## config.mk

```make
export PLATFORM = sky130hd
export DESIGN_NAME = pwr_ctl_reg
export DESIGN_NICKNAME = d
export VERILOG_FILES = /design/src/rtl/pwr_ctl_pkg.sv /design/src/rtl/pwr_ctl_cold_flag.sv /design/src/rtl/pwr_ctl_mode.sv /design/src/rtl/pwr_ctl_clk_en.sv /design/src/rtl/pwr_ctl_reg.sv
export SDC_FILE = /design/constraint.sdc
export NUM_CORES = 1
export LEC_CHECK = 0
export BUFFER_PORTS_ARGS = -buffer_cell sky130_fd_sc_hd__buf_4
export CORE_AREA = 2 2 39 41
export CTS_BUF_LIST = sky130_fd_sc_hd__clkbuf_4 sky130_fd_sc_hd__clkbuf_8
export DETAILED_ROUTE_END_ITERATION = 6
export DIE_AREA = 0 0 41 43
export PLACE_DENSITY = 0.6
export SYNTH_ARGS = -nofsm -noshare
export SYNTH_HDL_FRONTEND = slang
export SYNTH_SLANG_ARGS = --single-unit
export TNS_END_PERCENT = 50
```

## constraint.sdc

```tcl
create_clock -name clk -period 1.18 [get_ports clk]
set_input_delay 0.059 -clock clk [delete_from_list [all_inputs] [get_ports clk]]
set_output_delay 0.059 -clock clk [all_outputs]
set_load 0.03 [all_outputs]
```

## src/rtl/pwr_ctl_pkg.sv

```systemverilog
package pwr_ctl_pkg;
   localparam int IDL_BIT = 0;
   localparam int PD_BIT  = 1;
   localparam int GF0_BIT = 2;
   localparam int GF1_BIT = 3;
   localparam int POF_BIT = 4;
   localparam int USED_W  = 5;

   typedef struct packed {
      logic gf1;
      logic gf0;
      logic pd;
      logic idl;
   } pctl_mode_t;
endpackage

```

## src/rtl/pwr_ctl_cold_flag.sv

```systemverilog
module pwr_ctl_cold_flag (
   input  logic clk,
   input  logic por_i,
   input  logic sys_rst_i,
   input  logic wr_i,
   input  logic wbit_i,
   output logic pof_o
);
   logic pof_q;

   // Only power-on reset raises the flag; software can only lower it.
   always_ff @(posedge clk) begin
      if (por_i)
         pof_q <= 1'b1;
      else if (wr_i && !wbit_i)
         pof_q <= 1'b0;
   end

   assign pof_o = pof_q;

   assert_por_sets_pof_R2: assert property (@(posedge clk) por_i |=> pof_q);

   assert_rst_keeps_pof_R3: assert property (@(posedge clk) disable iff (por_i)
      (sys_rst_i && !wr_i) |=> (pof_q == $past(pof_q)));

   assert_sw_clear_pof_R4: assert property (@(posedge clk) disable iff (por_i)
      (wr_i && !wbit_i) |=> !pof_q);

   assert_sw_no_set_pof_R4: assert property (@(posedge clk) disable iff (por_i)
      (wr_i && wbit_i && !pof_q) |=> !pof_q);
endmodule

```

## src/rtl/pwr_ctl_mode.sv

```systemverilog
module pwr_ctl_mode
   import pwr_ctl_pkg::*;
#(
   parameter bit PD_WAKE_EXT = 1'b1
) (
   input  logic       clk,
   input  logic       por_i,
   input  logic       sys_rst_i,
   input  logic       wr_i,
   input  pctl_mode_t wval_i,
   input  logic       irq_wake_i,
   input  logic       ext_wake_i,
   output pctl_mode_t mode_o
);
   pctl_mode_t mode_q, mode_d;
   logic       pd_wake;

   generate
      if (PD_WAKE_EXT) begin : g_ext_pd_wake
         assign pd_wake = ext_wake_i;
      end else begin : g_reset_only_pd_wake
         assign pd_wake = 1'b0;
      end
   endgenerate

   always_comb begin
      mode_d = mode_q;
      if (wr_i) begin
         mode_d.gf1 = wval_i.gf1;
         mode_d.gf0 = wval_i.gf0;
         mode_d.pd  = wval_i.pd;
         mode_d.idl = wval_i.idl & ~wval_i.pd;   // power-down outranks idle
      end
      if (irq_wake_i || ext_wake_i)
         mode_d.idl = 1'b0;
      if (pd_wake)
         mode_d.pd = 1'b0;
   end

   always_ff @(posedge clk) begin
      if (por_i || sys_rst_i)
         mode_q <= '0;
      else
         mode_q <= mode_d;
   end

   assign mode_o = mode_q;

   assert_reset_clears_mode_R3: assert property (@(posedge clk)
      (por_i || sys_rst_i) |=> (mode_q == '0));

   assert_wake_beats_write_R11: assert property (@(posedge clk) disable iff (por_i || sys_rst_i)
      (wr_i && irq_wake_i) |=> (!mode_q.idl && mode_q.gf1 == $past(wval_i.gf1)
                                && mode_q.gf0 == $past(wval_i.gf0)));
endmodule

```

## src/rtl/pwr_ctl_clk_en.sv

```systemverilog
module pwr_ctl_clk_en
   import pwr_ctl_pkg::*;
(
   input  pctl_mode_t mode_i,
   output logic       cpu_en_o,
   output logic       per_en_o,
   output logic       osc_en_o
);
   // With the oscillator stopped no clock runs; idle stops only the CPU.
   always_comb begin
      osc_en_o = ~mode_i.pd;
      per_en_o = osc_en_o;
      cpu_en_o = osc_en_o & ~mode_i.idl;
   end
endmodule

```

## src/rtl/pwr_ctl_reg.sv

```systemverilog
module pwr_ctl_reg
   import pwr_ctl_pkg::*;
#(
   parameter int                ADDR_W      = 8,
   parameter int                DATA_W      = 8,
   parameter logic [ADDR_W-1:0] REG_ADDR    = 'h87,
   parameter bit                PD_WAKE_EXT = 1'b1
) (
   input  logic              clk,
   input  logic              por_i,
   input  logic              sys_rst_i,
   input  logic [ADDR_W-1:0] sfr_addr_i,
   input  logic              sfr_wr_i,
   input  logic [DATA_W-1:0] sfr_wdata_i,
   output logic [DATA_W-1:0] sfr_rdata_o,
   input  logic              irq_wake_i,
   input  logic              ext_wake_i,
   output logic              cpu_clk_en_o,
   output logic              per_clk_en_o,
   output logic              osc_en_o
);
   localparam int SPARE_W = DATA_W - USED_W;

   generate
      if (DATA_W < USED_W) begin : g_bad_width
         $error("pwr_ctl_reg: DATA_W must hold %0d bits", USED_W);
      end
      if (ADDR_W < 1) begin : g_bad_addr
         $error("pwr_ctl_reg: ADDR_W must be positive");
      end
   endgenerate

   logic       hit;
   logic       hit_wr;
   logic       pof;
   pctl_mode_t wval;
   pctl_mode_t mode;
   logic       unused_spare;

   assign hit    = (sfr_addr_i == REG_ADDR);
   assign hit_wr = hit && sfr_wr_i;

   assign wval.gf1 = sfr_wdata_i[GF1_BIT];
   assign wval.gf0 = sfr_wdata_i[GF0_BIT];
   assign wval.pd  = sfr_wdata_i[PD_BIT];
   assign wval.idl = sfr_wdata_i[IDL_BIT];

   generate
      if (SPARE_W > 0) begin : g_spare
         assign unused_spare = ^sfr_wdata_i[DATA_W-1:USED_W];
      end else begin : g_no_spare
         assign unused_spare = 1'b0;
      end
   endgenerate

   pwr_ctl_cold_flag u_flag (
      .clk       (clk),
      .por_i     (por_i),
      .sys_rst_i (sys_rst_i),
      .wr_i      (hit_wr),
      .wbit_i    (sfr_wdata_i[POF_BIT]),
      .pof_o     (pof)
   );

   pwr_ctl_mode #(.PD_WAKE_EXT(PD_WAKE_EXT)) u_mode (
      .clk        (clk),
      .por_i      (por_i),
      .sys_rst_i  (sys_rst_i),
      .wr_i       (hit_wr),
      .wval_i     (wval),
      .irq_wake_i (irq_wake_i),
      .ext_wake_i (ext_wake_i),
      .mode_o     (mode)
   );

   pwr_ctl_clk_en u_en (
      .mode_i   (mode),
      .cpu_en_o (cpu_clk_en_o),
      .per_en_o (per_clk_en_o),
      .osc_en_o (osc_en_o)
   );

   always_comb begin
      sfr_rdata_o = '0;
      if (hit) begin
         sfr_rdata_o[POF_BIT] = pof;
         sfr_rdata_o[GF1_BIT] = mode.gf1;
         sfr_rdata_o[GF0_BIT] = mode.gf0;
         sfr_rdata_o[PD_BIT]  = mode.pd;
         sfr_rdata_o[IDL_BIT] = mode.idl;
      end
   end

   assert_idle_cpu_only_R6: assert property (@(posedge clk) disable iff (por_i || sys_rst_i)
      (hit_wr && sfr_wdata_i[IDL_BIT] && !sfr_wdata_i[PD_BIT] && !irq_wake_i && !ext_wake_i)
      |=> (!cpu_clk_en_o && per_clk_en_o && osc_en_o));

   assert_pd_stops_all_R7: assert property (@(posedge clk) disable iff (por_i || sys_rst_i)
      (hit_wr && sfr_wdata_i[PD_BIT] && !(PD_WAKE_EXT && ext_wake_i))
      |=> (!cpu_clk_en_o && !per_clk_en_o && !osc_en_o));

   assert_pd_over_idl_R8: assert property (@(posedge clk) disable iff (por_i || sys_rst_i)
      (hit_wr && sfr_wdata_i[PD_BIT] && sfr_wdata_i[IDL_BIT]) |=> !mode.idl);

   assert_irq_wakes_cpu_R9: assert property (@(posedge clk) disable iff (por_i || sys_rst_i)
      (irq_wake_i && osc_en_o && !(hit_wr && sfr_wdata_i[PD_BIT])) |=> cpu_clk_en_o);

   assert_irq_keeps_pd_R9: assert property (@(posedge clk) disable iff (por_i || sys_rst_i)
      (irq_wake_i && !osc_en_o && !hit_wr && !(PD_WAKE_EXT && ext_wake_i)) |=> !osc_en_o);

   generate
      if (PD_WAKE_EXT) begin : g_chk_ext
         assert_ext_wakes_all_R10: assert property (@(posedge clk) disable iff (por_i || sys_rst_i)
            (ext_wake_i && !hit_wr) |=> (osc_en_o && cpu_clk_en_o && per_clk_en_o));
      end
   endgenerate

   assert_other_addr_ignored_R12: assert property (@(posedge clk) disable iff (por_i || sys_rst_i)
      (sfr_wr_i && !hit && !irq_wake_i && !ext_wake_i) |=> $stable(mode));
endmodule

```

# Word-level counts from Yosys, hierarchy flattened
# Index checks and enable logic that the tools add are counted.
[classes]
eq_ne = 1
mux = 1
n_bitwise = 5
n_reduce_logical = 7
[ops]
columns = ["operator", "n"]
rows = [
  ["$eq 8x8->1 const B", 1],
  ["$mux 5", 1],
  ["$reduce_or 2->1", 2],
  ["$not 1->1", 3],
  ["$and 1x1->1", 2],
  ["$logic_and 1x1->1", 2],
  ["$logic_or 1x1->1", 2],
  ["$logic_not 1->1", 1],
]
[word_totals]
ff_bits = 5
input_bits = 22
out_inout_bits = 11

# Longest topological paths before layout
[depth]
ltp_word = 3
depth_mapped = 3
ltp_nobuf = 3

# By module
# A second synthesis with hierarchy kept.
[unflattened]
hier_cells = 39
hier_area_um2 = 344.1
[modules_own_cells]
columns = ["module", "n_inst", "cells_each", "area_per_inst_um2"]
rows = [
  ["pwr_ctl_mode", 1, 15, 161.4],
  ["pwr_ctl_reg", 1, 18, 133.9],
  ["pwr_ctl_cold_flag", 1, 3, 33.8],
  ["pwr_ctl_clk_en", 1, 3, 15.0],
]

# Least setup slack after synthesis
# Ideal clock, no wire load.
[synth_path]
path_kind = "register to output"
start = "register u_mode.mode_q (netlist bit u_mode.mode_o[1])"
end = "output sfr_rdata_o[1]"
arrival_ns = 1.222
required_ns = 1.121
slack_ns = -0.101
stages_incl_launch_ff = 3
path_cell_list = "dfxtp_1 inv_1 nor3_1"
[synth_via]
elab_chain_len = 1
[synth_lines]
columns = ["element", "line_no", "text"]
rows = [
  ["start, declared", "pwr_ctl_mode.sv:15", "pctl_mode_t mode_q, mode_d;"],
  ["start signal, assigned", "pwr_ctl_mode.sv:44", "mode_q <= mode_d;"],
  ["$mux 5", "pwr_ctl_reg.sv:85", "if (hit) begin"],
  ["end, declared", "pwr_ctl_reg.sv:15", "output logic [DATA_W-1:0] sfr_rdata_o,"],
]
# No other way between the ends.

# Worst setup path in the final report
# Same ends and word-level chain as after synthesis.

==> metrics.md <==
| Metric | Value |
|---|---|
| Status | finished, final reports clean |
| Synth warnings | 0 |
| Met3 usage | 0.0471 |
| Syn-to-layout area delta | 70.2% |
| Via count | 433 |
| First-pass GRT wire length | 1570 µm |
| Gate Count Post-Synth | 38 |
| Die Wd | 41 µm |
| Height of the die | 43 µm |
| DR DRC count | 0 |
| Setup Viol. Count Final | 0 |
| GPL Wtd Cong | 0.733 |
| Hold buffer count at cts | 1 |
| DRT antenna net count | 0 |
| Critical-path maximum fanout | 3 |
| RSZ-0062 raised after global routing | no |
| Crit end category | output pin |
| Critical path class | reg2out |
| Power Dens Cells | 786 nW/µm² |
| Rows | 14 |
| Total Routing Usage GR | 0.135 |
| Final WL | 1070 µm |
| Grt total ovfl | 0 |
| Vias in the first global route | 385 |
| Register area share after synthesis | 0.281 |
| Non-Filler Instances | 85 |
| Nets@finish | 92 |
| Dpl hpwl | 826 µm |
| Via density | 5.09 |
| Final hold violation count | 0 |
| Avg Synthesized Cell Area | 9.38 µm² |
| Clk buf depth | 2 |
| Core Area | 1380 µm² |
| Startpoint Class | flip-flop |
| Arrival time at the worst endpoint | 1.06 ns |
| Initial DRC Count | 5 |
| CTS tree | done |
| Antenna cell count | 0 |
| GR Layer Usage met1 | 0.147 |
| Sequential power share | 0.354 |
| Max Slew Vio Count | 0 |
| Initial antenna violation count | 0 |
| Io pins | 33 |
| CP required | 1.12 ns |
| Peak supply drop | 0.000344 V |
| Clk network pwr share | 0.448 |
| Clock latency at the later pin of the worst-skew pair | 0.26 ns |
| Post-cts resize count | 0 |
| Min Tclk post-route | 1.12 ns |
| Unique masters post-synth | 20 |
| Seq cells post-synth | 5 |
| Static leakage | 0.272 nW |
| Post-CTS Setup Inserts | 0 |
| Largest net degree at the start of global routing | 9 |
| Min-delay worst type | in2reg |
| PortBufs | 26 |
| Drt pass-1 iters | 4 |
| Sw frac | 0.278 |
| Sw Pwr | 0.133 mW |
| CTS root buf | clkbuf_4 |
| Power Internal | 0.344 mW |
| DIE AREA | 1760 µm² |
| Fin crit share | 0.946 |
| Dpl cells | 80 |
| Max-cap violations | 0 |
| GRT Max-Usage Layer | met2 |
| Maximum clock rate | 896 MHz |
| Final core occ | 0.439 |
| Clk_skew | 0 ns |
| Max H-tree Level | 1 |
| Combinational power share | 0.198 |
| Cell area after synthesis | 357 µm² |
| TritonCTS Buffers | 3 |
| CTS clk-pin slew, worst paths | 0.05 ns |
| Starting Density | 0.258 |
| Clk sinks | 5 |
| Drt wl/cell | 12.5 µm |
| Proportion of layout cells with a drive suffix above 1 | 0.594 |
| M2 GR Usage | 0.203 |
| Setup_tns | 0 ns |
==> synth_stat cells (all sizes together) <==
library cell	instances	share of area
a2111oi	1	0.042
nand4	4	0.088
dfxtp	5	0.28
a211oi	2	0.042
nand2b	1	0.018
or4	1	0.021
conb	1	0.011
nand4bb	2	0.063
nor2	1	0.011
and4bb	2	0.081
and3	4	0.084
buf	4	0.084
nor3	1	0.014
o41ai	1	0.025
o31ai	4	0.084
inv	2	0.021
nor2b	1	0.018
a21oi	1	0.014
==> cell type report <==
| class | count | area, µm² |
|---|---|---|
| fillers | 144 | 777 |
| well taps | 16 | 20.0 |
| inverters | 2 | 7.51 |
| repair buffers | 29 | 220 |
| flip-flops and latches | 5 | 100 |
| multi-input cells | 29 | 231 |
| clock buffers | 3 | 22.5 |
| clock inverters | 1 | 5.00 |
==> power by group through the flow <==
stage	clock [mW]	combinational, mW	sequential, mW
3_3_place_gp	0	0.0909	0.173
5_1_grt	0.229	0.103	0.169
3_5_place_dp	0	0.0919	0.173
4_1_cts	0.215	0.0949	0.169
2_1_floorplan	0	0.0374	0.173
6_report	0.214	0.0944	0.169
==> sequential cells by signal, summed over array words and instances (netlist names) <==
name and count:
u_flag.pof_o 1, u_mode.mode_o 4
==> placed cells by master, fill, tap and decap left out, types with 2 or more instances in the layout <==
master / Yosys / layout
a211oi_1: 2 / 2
and3_2: 4 / 4
buf_4: 4 / 28
clkbuf_4: 0 / 3
conb_1: 1 / 3
dfxtp_1: 5 / 5
inv_1: 2 / 2
nand4_1: 3 / 3
nand4bb_1: 2 / 2
o31ai_1: 4 / 4
==> metrics by stage <==
step                      total power [mW]  hold slack, ns  cell area, µm²  setup WS, ns
after detailed placement             0.265           0.236             569        0.0511
after global routing                 0.501         0.00995             607       0.00363
after floorplan                      0.210           0.128             369         0.140
after global placement               0.264           0.232             569         0.107
after CTS                            0.479         0.00265             607        0.0561
final                                0.477         0.00399             607        0.0639
==> routing by layer <==
layer  part of all wire  vias up  wire, µm
met5                  0        -         0
met4              0.031        0        33
met3               0.17        5       180
met2               0.41       33       436
met1               0.39      187       416
li1                   -      208         -
==> worst max-delay path, stage by stage (launching register included) <==
cell     delay [ns]
dfxtp_1        0.36
inv_1          0.09
nor3_2         0.17
buf_4          0.18
==> cell families after synthesis <==
group | count (synthesis) | share of synthesized area
other | 1 | 0.0105
buffers and inverters | 6 | 0.105
and+or+nand+nor | 17 | 0.397
DFF | 5 | 0.281
AOI/OAI and AO/OA | 9 | 0.207
==> path summary, 6_finish.rpt <==
| kind | startpoint | to | slack, ns | cells after the start |
|---|---|---|---|---|
| hold reg to reg | u_flag.pof_o$_SDFFE_PP1P_ | u_flag.pof_o$_SDFFE_PP1P_ | 0.45 | 2 |
| setup / recovery | u_mode.mode_o[1]$_SDFFE_PP0P_ | sfr_rdata_o[1] | 0.06 | 3 |
| hold / removal | sys_rst_i | u_mode.mode_o[3]$_SDFFE_PP0P_ | 0.004 | 2 |
| setup reg to reg | u_mode.mode_o[1]$_SDFFE_PP0P_ | u_mode.mode_o[1]$_SDFFE_PP0P_ | 0.25 | 2 |
(Power assumes the default switching activity.)
